File: src/rtl/pwb_pkg.sv
package pwb_pkg;

  typedef enum logic {
    CS_IDLE = 1'b0,
    CS_BUSY = 1'b1
  } commit_state_e;

  // Busy interval must cover the slot scan plus the registered write strobe.
  function automatic int unsigned busy_len(int unsigned req, int unsigned page);
    return (req < page + 2) ? page + 2 : req;
  endfunction

endpackage

File: src/rtl/pwb_page_store.sv
module pwb_page_store #(
  parameter int AW         = 8,
  parameter int PAGE_BYTES = 8
) (
  input  logic                          clk,
  input  logic                          rst_n,
  input  logic                          accept_en,
  input  logic                          addr_load,
  input  logic [AW-1:0]                 addr_in,
  input  logic                          byte_valid,
  input  logic [7:0]                    byte_in,
  input  logic                          discard,
  input  logic                          clear,
  input  logic [$clog2(PAGE_BYTES)-1:0] rd_slot,
  output logic [7:0]                    rd_data,
  output logic [PAGE_BYTES-1:0]         slot_mask,
  output logic [AW-1:0]                 wptr
);
  localparam int PW = $clog2(PAGE_BYTES);

  logic [PAGE_BYTES-1:0] mask_q, mask_d;
  logic [AW-1:0]         ptr_q, ptr_d;
  logic [7:0]            data_q [PAGE_BYTES];
  logic [PW-1:0]         low;
  logic                  take_byte;

  assign low       = ptr_q[PW-1:0];
  assign take_byte = accept_en && byte_valid && !discard && !addr_load;

  always_comb begin
    mask_d = mask_q;
    ptr_d  = ptr_q;
    if (clear) begin
      mask_d = '0;
    end else if (accept_en) begin
      if (discard) begin
        mask_d = '0;
      end else if (addr_load) begin
        mask_d = '0;
        ptr_d  = addr_in;
      end else if (byte_valid) begin
        mask_d[low]     = 1'b1;
        ptr_d[PW-1:0]   = low + 1'b1;
      end
    end
  end

  always_ff @(posedge clk or negedge rst_n) begin
    if (!rst_n) begin
      mask_q <= '0;
      ptr_q  <= '0;
    end else begin
      mask_q <= mask_d;
      ptr_q  <= ptr_d;
    end
  end

  always_ff @(posedge clk or negedge rst_n) begin
    if (!rst_n) begin
      for (int i = 0; i < PAGE_BYTES; i++) data_q[i] <= '0;
    end else if (take_byte) begin
      data_q[low] <= byte_in;
    end
  end

  assign rd_data   = data_q[rd_slot];
  assign slot_mask = mask_q;
  assign wptr      = ptr_q;

  // accepting a byte never moves the counter to another page
  assert_page_fixed_R2: assert property (@(posedge clk) disable iff (!rst_n)
    take_byte |=> wptr[AW-1:PW] == $past(wptr[AW-1:PW]));

  // staged state is frozen while a commit runs
  assert_frozen_busy_R6: assert property (@(posedge clk) disable iff (!rst_n)
    (!accept_en && !clear) |=> ($stable(slot_mask) && $stable(wptr)));

  // a discard leaves nothing staged
  assert_discard_empty_R5: assert property (@(posedge clk) disable iff (!rst_n)
    (accept_en && discard) |=> slot_mask == '0);

endmodule

File: src/rtl/pwb_protect.sv
module pwb_protect #(
  parameter int AW         = 8,
  parameter int PW         = 3,
  parameter int MEM_BYTES  = 256,
  parameter int FULL_LIMIT = 128
) (
  input  logic            wp_lat,
  input  logic [AW-PW-1:0] page_base,
  output logic            prot_hit
);
  generate
    if (MEM_BYTES <= FULL_LIMIT) begin : g_whole
      assign prot_hit = wp_lat;
    end else begin : g_upper_half
      assign prot_hit = wp_lat && page_base[AW-PW-1];
    end
  endgenerate
endmodule

File: src/rtl/pwb_commit_seq.sv
module pwb_commit_seq #(
  parameter int          AW         = 8,
  parameter int          PAGE_BYTES = 8,
  parameter int unsigned BUSY_LEN   = 10
) (
  input  logic                          clk,
  input  logic                          rst_n,
  input  logic                          stop_seen,
  input  logic                          wp_pin,
  input  logic [PAGE_BYTES-1:0]         slot_mask,
  input  logic [AW-1:0]                 wptr,
  input  logic [7:0]                    rd_data,
  input  logic                          prot_hit,
  output logic [$clog2(PAGE_BYTES)-1:0] rd_slot,
  output logic                          busy,
  output logic                          done,
  output logic                          wp_lat,
  output logic [AW-$clog2(PAGE_BYTES)-1:0] page_base,
  output logic [AW-1:0]                 cnt_out,
  output logic                          mem_we,
  output logic [AW-1:0]                 mem_addr,
  output logic [7:0]                    mem_wdata
);
  import pwb_pkg::*;
  localparam int PW = $clog2(PAGE_BYTES);
  localparam int BW = AW - PW;
  localparam int TW = $clog2(BUSY_LEN + 1);

  commit_state_e state_q, state_d;
  logic [TW-1:0] timer_q, timer_d;
  logic [PW:0]   slot_q, slot_d;
  logic          wp_q, wp_d;
  logic [BW-1:0] base_q, base_d;
  logic [AW-1:0] cnt_q, cnt_d;
  logic          we_q, we_d;
  logic [AW-1:0] addr_q, addr_d;
  logic [7:0]    wdata_q, wdata_d;
  logic          go;

  assign go   = (state_q == CS_IDLE) && stop_seen && (|slot_mask);
  assign done = (state_q == CS_BUSY) && (timer_q == '0);

  always_comb begin
    state_d = state_q;
    timer_d = timer_q;
    slot_d  = slot_q;
    wp_d    = wp_q;
    base_d  = base_q;
    cnt_d   = cnt_q;
    if (go) begin
      state_d = CS_BUSY;
      timer_d = TW'(BUSY_LEN - 1);
      slot_d  = '0;
      wp_d    = wp_pin;
      base_d  = wptr[AW-1:PW];
      cnt_d   = wptr;
    end else if (state_q == CS_BUSY) begin
      if (done) state_d = CS_IDLE;
      else      timer_d = timer_q - 1'b1;
      if (!slot_q[PW]) slot_d = slot_q + 1'b1;
    end
  end

  always_comb begin
    we_d    = (state_q == CS_BUSY) && !slot_q[PW] &&
              slot_mask[slot_q[PW-1:0]] && !prot_hit;
    addr_d  = {base_q, slot_q[PW-1:0]};
    wdata_d = rd_data;
  end

  always_ff @(posedge clk or negedge rst_n) begin
    if (!rst_n) begin
      state_q <= CS_IDLE;
      timer_q <= '0;
      slot_q  <= '0;
      wp_q    <= 1'b0;
      base_q  <= '0;
      cnt_q   <= '0;
      we_q    <= 1'b0;
      addr_q  <= '0;
      wdata_q <= '0;
    end else begin
      state_q <= state_d;
      timer_q <= timer_d;
      slot_q  <= slot_d;
      wp_q    <= wp_d;
      base_q  <= base_d;
      cnt_q   <= cnt_d;
      we_q    <= we_d;
      if (we_d) begin
        addr_q  <= addr_d;
        wdata_q <= wdata_d;
      end
    end
  end

  assign rd_slot   = slot_q[PW-1:0];
  assign busy      = (state_q == CS_BUSY);
  assign wp_lat    = wp_q;
  assign page_base = base_q;
  assign cnt_out   = cnt_q;
  assign mem_we    = we_q;
  assign mem_addr  = addr_q;
  assign mem_wdata = wdata_q;

  // a busy interval is always caused by a STOP
  assert_busy_from_stop_R4: assert property (@(posedge clk) disable iff (!rst_n)
    $rose(busy) |-> $past(stop_seen));

  // array writes only inside the busy interval
  assert_we_in_busy_R6: assert property (@(posedge clk) disable iff (!rst_n)
    mem_we |-> busy);

  // latched protection level holds for the whole interval
  assert_wp_held_R8: assert property (@(posedge clk) disable iff (!rst_n)
    (busy && $past(busy)) |-> $stable(wp_lat));

  // every write stays inside the page captured at commit start
  assert_write_in_page_R2: assert property (@(posedge clk) disable iff (!rst_n)
    mem_we |-> mem_addr[AW-1:PW] == page_base);

endmodule

File: src/rtl/page_write_buffer.sv
module page_write_buffer #(
  parameter int          MEM_BYTES    = 256,
  parameter int          PAGE_BYTES   = 8,
  parameter int unsigned WRITE_CYCLES = 1250000
) (
  input  logic                         clk,
  input  logic                         rst_n,
  input  logic                         wp_pin,
  input  logic                         addr_load,
  input  logic [$clog2(MEM_BYTES)-1:0] addr_in,
  input  logic                         byte_valid,
  input  logic [7:0]                   byte_in,
  input  logic                         start_seen,
  input  logic                         stop_seen,
  output logic                         busy,
  output logic [$clog2(MEM_BYTES)-1:0] cnt_out,
  output logic                         mem_we,
  output logic [$clog2(MEM_BYTES)-1:0] mem_addr,
  output logic [7:0]                   mem_wdata
);
  localparam int          AW       = $clog2(MEM_BYTES);
  localparam int          PW       = $clog2(PAGE_BYTES);
  localparam int          BW       = AW - PW;
  localparam int unsigned BUSY_LEN = pwb_pkg::busy_len(WRITE_CYCLES, PAGE_BYTES);

  logic [PAGE_BYTES-1:0] slot_mask;
  logic [AW-1:0]         wptr;
  logic [7:0]            rd_data;
  logic [PW-1:0]         rd_slot;
  logic                  done, wp_lat, prot_hit;
  logic [BW-1:0]         page_base;

  pwb_page_store #(.AW(AW), .PAGE_BYTES(PAGE_BYTES)) u_store (
    .clk       (clk),
    .rst_n     (rst_n),
    .accept_en (!busy),
    .addr_load (addr_load),
    .addr_in   (addr_in),
    .byte_valid(byte_valid),
    .byte_in   (byte_in),
    .discard   (start_seen),
    .clear     (done),
    .rd_slot   (rd_slot),
    .rd_data   (rd_data),
    .slot_mask (slot_mask),
    .wptr      (wptr)
  );

  pwb_protect #(.AW(AW), .PW(PW), .MEM_BYTES(MEM_BYTES), .FULL_LIMIT(128)) u_prot (
    .wp_lat   (wp_lat),
    .page_base(page_base),
    .prot_hit (prot_hit)
  );

  pwb_commit_seq #(.AW(AW), .PAGE_BYTES(PAGE_BYTES), .BUSY_LEN(BUSY_LEN)) u_commit (
    .clk      (clk),
    .rst_n    (rst_n),
    .stop_seen(stop_seen),
    .wp_pin   (wp_pin),
    .slot_mask(slot_mask),
    .wptr     (wptr),
    .rd_data  (rd_data),
    .prot_hit (prot_hit),
    .rd_slot  (rd_slot),
    .busy     (busy),
    .done     (done),
    .wp_lat   (wp_lat),
    .page_base(page_base),
    .cnt_out  (cnt_out),
    .mem_we   (mem_we),
    .mem_addr (mem_addr),
    .mem_wdata(mem_wdata)
  );

  generate
    if (MEM_BYTES <= 128) begin : g_chk_whole
      // small memory, protected commit writes nowhere
      assert_prot_whole_R7: assert property (@(posedge clk) disable iff (!rst_n)
        mem_we |-> !wp_lat);
    end else begin : g_chk_half
      // large memory, protected commit never touches the upper half
      assert_prot_upper_R7: assert property (@(posedge clk) disable iff (!rst_n)
        (mem_we && wp_lat) |-> !mem_addr[AW-1]);
    end
  endgenerate

endmodule

File: config.mk
export PLATFORM = sky130hd
export DESIGN_NAME = page_write_buffer
export DESIGN_NICKNAME = d
export VERILOG_FILES = /design/src/rtl/pwb_pkg.sv /design/src/rtl/pwb_page_store.sv /design/src/rtl/pwb_protect.sv /design/src/rtl/pwb_commit_seq.sv /design/src/rtl/page_write_buffer.sv
export SDC_FILE = /design/constraint.sdc
export NUM_CORES = 1
export LEC_CHECK = 0
export ABC_AREA = 1
export ABC_CLOCK_PERIOD_IN_PS = 4200
export CORE_AREA = 2 2 157 143
export CTS_CLUSTER_DIAMETER = 120
export DETAILED_ROUTE_END_ITERATION = 12
export DIE_AREA = 0 0 159 145
export PLACE_DENSITY = 0.51
export SLEW_MARGIN = 20
export SYNTH_ARGS = -nofsm -noshare
export SYNTH_HDL_FRONTEND = slang
export SYNTH_SLANG_ARGS = --single-unit
export TNS_END_PERCENT = 30
File: constraint.sdc
create_clock -name clk -period 4.2 [get_ports clk]
set_input_delay 0.42 -clock clk [delete_from_list [all_inputs] [get_ports clk]]
set_output_delay 0.42 -clock clk [all_outputs]
set_load 0.02 [all_outputs]
======== Yosys cells after proc, flatten, opt, wreduce, memory -nomap -nowiden ========
Index checks and enable logic that the tools add are counted.
storage, ports and cells
  bits in registers ....................... 137
  bits in latches ......................... 0
  bits in writable memories ............... 0
  memory bits (read-only) ................. 0
  bits of input ports ..................... 23
  output and inout bits ................... 26
  word-level logic and storage cells ...... 92
  memories kept ........................... 0
cells by class
  $add $sub $neg .......................... 3
  $mul .................................... 0
  divide/modulo/power cells ............... 0
  order comparisons ....................... 6
  equality and inequality tests ........... 3
  shift-type cells ........................ 0
  multiplexer cells ....................... 26
  bitwise logic cells ..................... 6
  reduce and logical (&&, ||, !) cells .... 27
operators with widths
  operator                                                    count
  bitwise mux 64 bit                                          1
  two-way mux 8 bit                                           8
  two-way mux 21 bit                                          3
  binary-select mux 8 bit (select 3 bit)                      1
  demux 8 bit (select 3 bit)                                  1
  logical NOT 21 bit                                          1
  subtractor 21 x 1 -> 21 bit, second input constant          1
  logical AND 1 bit                                           12
  two-way mux 4 bit                                           3
  greater-or-equal comparator 4 bit, second input constant    2
  less-than comparator 3 x 4 -> 1 bit, second input constant  2
  NOT 3 -> 4 bit                                              2
  bitwise OR 8 bit                                            1
  AND reduction 4 bit                                         2
  OR reduction 8 bit                                          1
  two-way mux 3 bit                                           2
  AND reduction 2 bit                                         3
  logical NOT 1 bit                                           5
  two-way mux 1 bit                                           5
  adder 4 x 1 -> 4 bit, second input constant                 1
  less-than comparator 4 x 1 -> 1 bit, second input constant  1
  != test 2 bit, second input constant                        2
  nonzero test 2 bit                                          2
  nonzero test 4 bit                                          1
  6 further kinds                                             8

======== Depth between registers and ports, before layout ========
  depth in word-level cells ............... 10
  gate-level depth with buffers ........... 11
  mapped depth without buffers ............ 10

======== Hierarchy ========
A second synthesis with hierarchy kept.
second synthesis, totals
  cells, all modules ...................... 960
  area, all modules ....................... 6,836.6 um^2
by module, submodules not included
  module             times used  cells each  area each (um^2)  seq. area each (um^2)
  pwb_page_store     1           581         3,975.1           2,001.9
  pwb_commit_seq     1           376         2,850.2           1,301.2
  pwb_protect        1           2           7.5               0.0
  page_write_buffer  1           1           3.8               0.0

======== Least setup slack after synthesis ========
No wires, ideal clock.
  path kind ............................... register to register
  start point ............................. register u_commit.state_q (netlist: u_commit.busy)
  end point ............................... register u_commit.addr_q[3] (netlist: u_commit.mem_addr[3])
  setup time .............................. 117 ps
  data arrival time ....................... 1,431 ps
  data required time ...................... 4,083 ps
  path slack .............................. 2,651 ps
  cell stages (with the launch flop) ...... 9
  path buffers ............................ 2
  clock period less this slack ............ 1,549 ps
  cells stage by stage .................... dfrtp_1 > inv_2 > or2_4 > a21oi_2 > nand3_1 > buf_4 > buf_6 > nand2_1 > nand2_1
on the way
  word-level cells in the longest chain between the ends .. 3
ends and longest elaborated chain
  item                            RTL line              RTL
  from (decl)                     pwb_commit_seq.sv:29  commit_state_e state_q, state_d;
  from (signal assigned)          pwb_commit_seq.sv:83  state_q <= state_d;
  logical AND 1 bit (2 in a row)  pwb_commit_seq.sv:65  we_d = (state_q == CS_BUSY) && !slot_q[PW] &&
  logical AND 1 bit               pwb_commit_seq.sv:66  slot_mask[slot_q[PW-1:0]] && !prot_hit;
  to (signal assigned)            pwb_commit_seq.sv:91  addr_q <= addr_d;
  to (decl)                       pwb_commit_seq.sv:36  logic [AW-1:0] addr_q, addr_d;
Every way passes these cells.
A chain may end at the register's enable or synchronous reset.

======== Worst setup path after layout ========
  start point ............................. register u_commit.slot_q[0]
  end point ............................... register u_commit.wdata_q[3] (netlist: u_commit.mem_wdata[3])
on the way
  word-level cells in the longest chain between the ends .. 4
  elaborated cells on any way between the ends .. 8
  those cells by class .................... mux: 5; bitwise: 1; reduce/logical: 2
ends and longest elaborated chain
  item                                                                                                   RTL line                                    RTL
  from (decl)                                                                                            pwb_commit_seq.sv:31                        logic [PW:0] slot_q, slot_d;
  from (signal assigned)                                                                                 pwb_commit_seq.sv:85                        slot_q <= slot_d;
  NOT 3 -> 4 bit (implied by the code) / binary-select mux 1 bit (select 3 bit) (equally long branches)  pwb_page_store.sv:66, pwb_commit_seq.sv:66
  binary-select mux 8 bit (select 3 bit) / two-way mux 1 bit (equally long branches)                     pwb_page_store.sv:66, pwb_commit_seq.sv:66
  two-way mux 8 bit (implied by the code) / logical AND 1 bit (equally long branches)                    pwb_page_store.sv:66, pwb_commit_seq.sv:65
  two-way mux 8 bit (implied by the code) / logical AND 1 bit (equally long branches)                    pwb_page_store.sv:66, pwb_commit_seq.sv:66
  to (signal assigned)                                                                                   pwb_commit_seq.sv:92                        wdata_q <= wdata_d;
  to (decl)                                                                                              pwb_commit_seq.sv:37                        logic [7:0] wdata_q, wdata_d;
Several ways; a longest one is shown, not always the timed one. The select of a mux whose other input is x is not followed.

==> results.sh <==
export IMPL_ys_warn_count=0
export IMPL_place_gp_congestion=0.807
export IMPL_p_leak_uw=0.00359
export IMPL_cts_tree="yes"
export IMPL_rows=51
export IMPL_synth_distinct_cells=36
export IMPL_critPathTopFamily="buffers and inverters"
export IMPL_post_dp_hpwl_mm=11.0
export IMPL_syn_nets=832
export IMPL_top_level_ports=49
export IMPL_max_freq_mhz=420
export IMPL_first_iter_violations=366
export IMPL_synth_mux_area_fraction=0
export IMPL_setup_tns_ns=0
export IMPL_seq_area_frac_synth=0.521
export IMPL_wl_mm=16.8
export IMPL_setup_viol=0
export IMPL_track_usage=0.152
export IMPL_avgSynthCellArea_sq_um=7.87
export IMPL_fin_util=0.357
export IMPL_root_buffer="clkbuf_16"
export IMPL_synthXorXnorAreaFrac=0.00691
export IMPL_nFillCells=2290
export IMPL_dieArea_sq_um=23100
export IMPL_fin_crit_ns=2.38
export IMPL_ys_ff_latch=132
export IMPL_fin_worst_skew_ns=0.0119
export IMPL_hp_class="in2async"
export IMPL_yosys_area_share_simple=0.260
export IMPL_wl_per_cell_um=14.6
export IMPL_place_inst=1119
export IMPL_final_seq_area_sq_um=3300
export IMPL_drive_above_1_share=0.0674
export IMPL_pre_cts_ws_ns=1.74
export IMPL_core_sq_um=21400
export IMPL_synth_async_reset_ratio=1.00
export IMPL_critical_path_max_stage_delay_ns=0.39
export IMPL_cp_required_ns=4.57
export IMPL_cts_repair_resized=0
export IMPL_cp_cell_sequence="buf_4 > inv_2 > a21oi_1 > o21ai_0 > nand3_1 > nand3_1 > buf_4 > inv_2 > nand2_1 > nand2_1"
export IMPL_cts_hold_fix_buffers=0
export IMPL_clock_latency_ns=0.43
export IMPL_fp_dieH_um=145
export IMPL_synth_compound_area_frac=0.144
export IMPL_powerDensity_nw_per_um2=373
export IMPL_path_clk_slew_ns=0.06
export IMPL_setup_ws_ns=1.82
export IMPL_synth_top_family_by_area="simple AND/OR/NAND/NOR gates"
export IMPL_status="finished clean"
export IMPL_antenna_found_initial=0
export IMPL_startpoint_type="register"
export IMPL_grt_pass1_wl_mm=28.2
export IMPL_fin_crit_sh=0.566
export IMPL_cts_setup_buffers=0
export IMPL_max_slew_margin=0.359
export IMPL_rsz0062_at_grt="false"
export IMPL_vias=5351
export IMPL_diodes=0
export IMPL_syn_area_sq_um=6340
export IMPL_tightest_slew_ns=0.961
export IMPL_drtPass1Iterations=5
export IMPL_vdd_drop_max_mv=0.254
export IMPL_power_uw=2860
export IMPL_clock_sinks=132
export IMPL_final_cells=1151
export IMPL_grt_pass1_vias=5274
export IMPL_cpMaxStageDelayCell="inv_2"
export IMPL_end_kind="register"
export IMPL_criticalPathCategory="reg2reg"
export IMPL_die_w_um=159
export IMPL_globalRouteOverflowTotal=0
export IMPL_cp_arrival_ns=2.75
export IMPL_cts_max_path_buffers=2
export IMPL_antenna_left=0
export IMPL_io_buffer_count=48
export IMPL_multiInputGateArea_sq_um=2650
export IMPL_synthAdderAreaFrac=0.00790
export IMPL_syn_inst=805
export IMPL_finalHoldViolations=0
export IMPL_synth_ff_type="dfrtp_1"
export IMPL_nNetsFinal=874
export IMPL_start_util=0.296
export IMPL_syn2layout_area_growth_pct=20.8
export IMPL_grt_max_degree=82
export IMPL_cts_made_buffers=17
export IMPL_htreeDepth=4
export IMPL_vias_per_cell=4.65
export IMPL_drv_cap=0
export IMPL_finalMaxSlewViolations=0
export IMPL_drc=0
export IMPL_crit_fanout=41
export IMPL_path_buf_inv=4
export IMPL_synth_edf_count=0
[flip-flops by register name, summed over array words and instances (netlist names)]
signal              count
u_store.slot_mask       8
u_commit.cnt_out        8
u_commit.slot_q         4
u_commit.mem_wdata      8
u_commit.timer_q       21
u_commit.mem_we         1
u_commit.mem_addr       8
u_commit.wp_lat         1
u_store.data_q         64
u_store.wptr            8
u_commit.busy           1
[per-layer routing]
layer	up-vias	share of wire	GRT usage
li1	2724	-	-
met1	2509	0.49	0.212
met2	96	0.46	0.238
met3	22	0.035	0.0323
met4	0	0.016	0.0477
met5	-	0	0
[final timing paths]
| check | startpoint | to | slack, ns | cells past startpoint |
|---|---|---|---|---|
| worst min-delay path | rst_n | u_commit.cnt_out[0] | 0.01 | 1 |
| min in group clk | u_store.data_q[10] | u_store.data_q[10] | 0.48 | 2 |
| worst min register to register | u_store.data_q[10] | u_store.data_q[10] | 0.48 | 2 |
| max in group asynchronous | rst_n | u_store.data_q[22] | 3.27 | 2 |
| worst max register to register | u_commit.slot_q[0] | u_commit.mem_wdata[3] | 1.82 | 10 |
| worst max-delay path | u_commit.slot_q[0] | u_commit.mem_wdata[3] | 1.82 | 10 |
[worst reg2reg max path: cells and delay by family, from the launching register on]
kind,cells,cell delay [ns]
DFF,1,0.32
and+or+nand+nor,4,0.42
buffers and inverters,4,1.27
AOI/OAI and AO/OA,2,0.30
[final cells by class]
class | instances | area share
flip-flops and latches | 132 | 0.431
multi-input cells | 584 | 0.347
repair buffers | 56 | 0.0707
clock buffers | 19 | 0.0565
well taps | 291 | 0.0475
inverters | 56 | 0.0276
clock inverters | 13 | 0.0198
[kinds of logic (layout without fill, tap and decap cells)]
kind of cell | count (synthesis) | count (layout)
buffers and inverters | 89 | 144
flip-flops | 132 | 132
XOR/XNOR | 5 | 5
adder cells (fa/ha/maj) | 4 | 4
AO/OA/AOI/OAI | 170 | 170
AND/OR/NAND/NOR | 405 | 405
[report_power, final]
part / switching [uW] / leakage [uW] / internal, uW / total (uW)
Sequential: 6.36 / 0.00174 / 1280 / 1280
Clock: 611 / 0.000271 / 882 / 1490
Combinational: 55.0 / 0.00157 / 26.6 / 81.6
[cell usage in the layout, fill, tap and decap left out, types with 2 or more instances in the layout]
cell type / n
a21o_1: 2
a21oi_1: 9
buf_4: 8
bufinv_16: 2
clkbuf_1: 2
clkbuf_16: 17
clkdlybuf4s50_1: 47
clkinv_4: 4
clkinvlp_4: 4
dfrtp_1: 132
ha_1: 4
inv_1: 50
inv_2: 4
inv_6: 3
nand2_1: 243
nand3_1: 35
nand4_1: 10
nor2_1: 97
nor2_2: 5
nor3_1: 8
o211ai_1: 8
o21ai_0: 51
o21ai_1: 78
o22ai_1: 17
or2_2: 2
xor2_1: 5
[metrics by stage]
| step | hold WS [ns] | instance area, sq um |
|---|---|---|
| 2_1_floorplan | 0.124 | 6340 |
| 3_3_place_gp | 0.467 | 7070 |
| 3_5_place_dp | 0.472 | 7070 |
| 4_1_cts | 0.0840 | 7660 |
| 5_1_grt | 0.0838 | 7660 |
| 6_report | 0.0108 | 7660 |
[cell usage after synthesis (2+ instances only)]
| master | count | area [sq um] |
|---|---|---|
| nand2_1 | 243 | 912 |
| dfrtp_1 | 132 | 3300 |
| nor2_1 | 97 | 364 |
| o21ai_1 | 78 | 390 |
| o21ai_0 | 51 | 255 |
| inv_1 | 50 | 188 |
| nand3_1 | 35 | 175 |
| buf_2 | 18 | 90.1 |
| o22ai_1 | 17 | 106 |
| nand4_1 | 10 | 62.6 |
| a21oi_1 | 9 | 45.0 |
| clkbuf_1 | 9 | 33.8 |
| nor3_1 | 8 | 40.0 |
| o211ai_1 | 8 | 60.1 |
| nor2_2 | 5 | 31.3 |
| xor2_1 | 5 | 43.8 |
| ha_1 | 4 | 50.1 |
| inv_2 | 4 | 15.0 |
| a21o_1 | 2 | 15.0 |
| buf_4 | 2 | 15.0 |
| buf_6 | 2 | 22.5 |
| or2_2 | 2 | 12.5 |
Note: power is estimated with default switching activity, not from simulation.
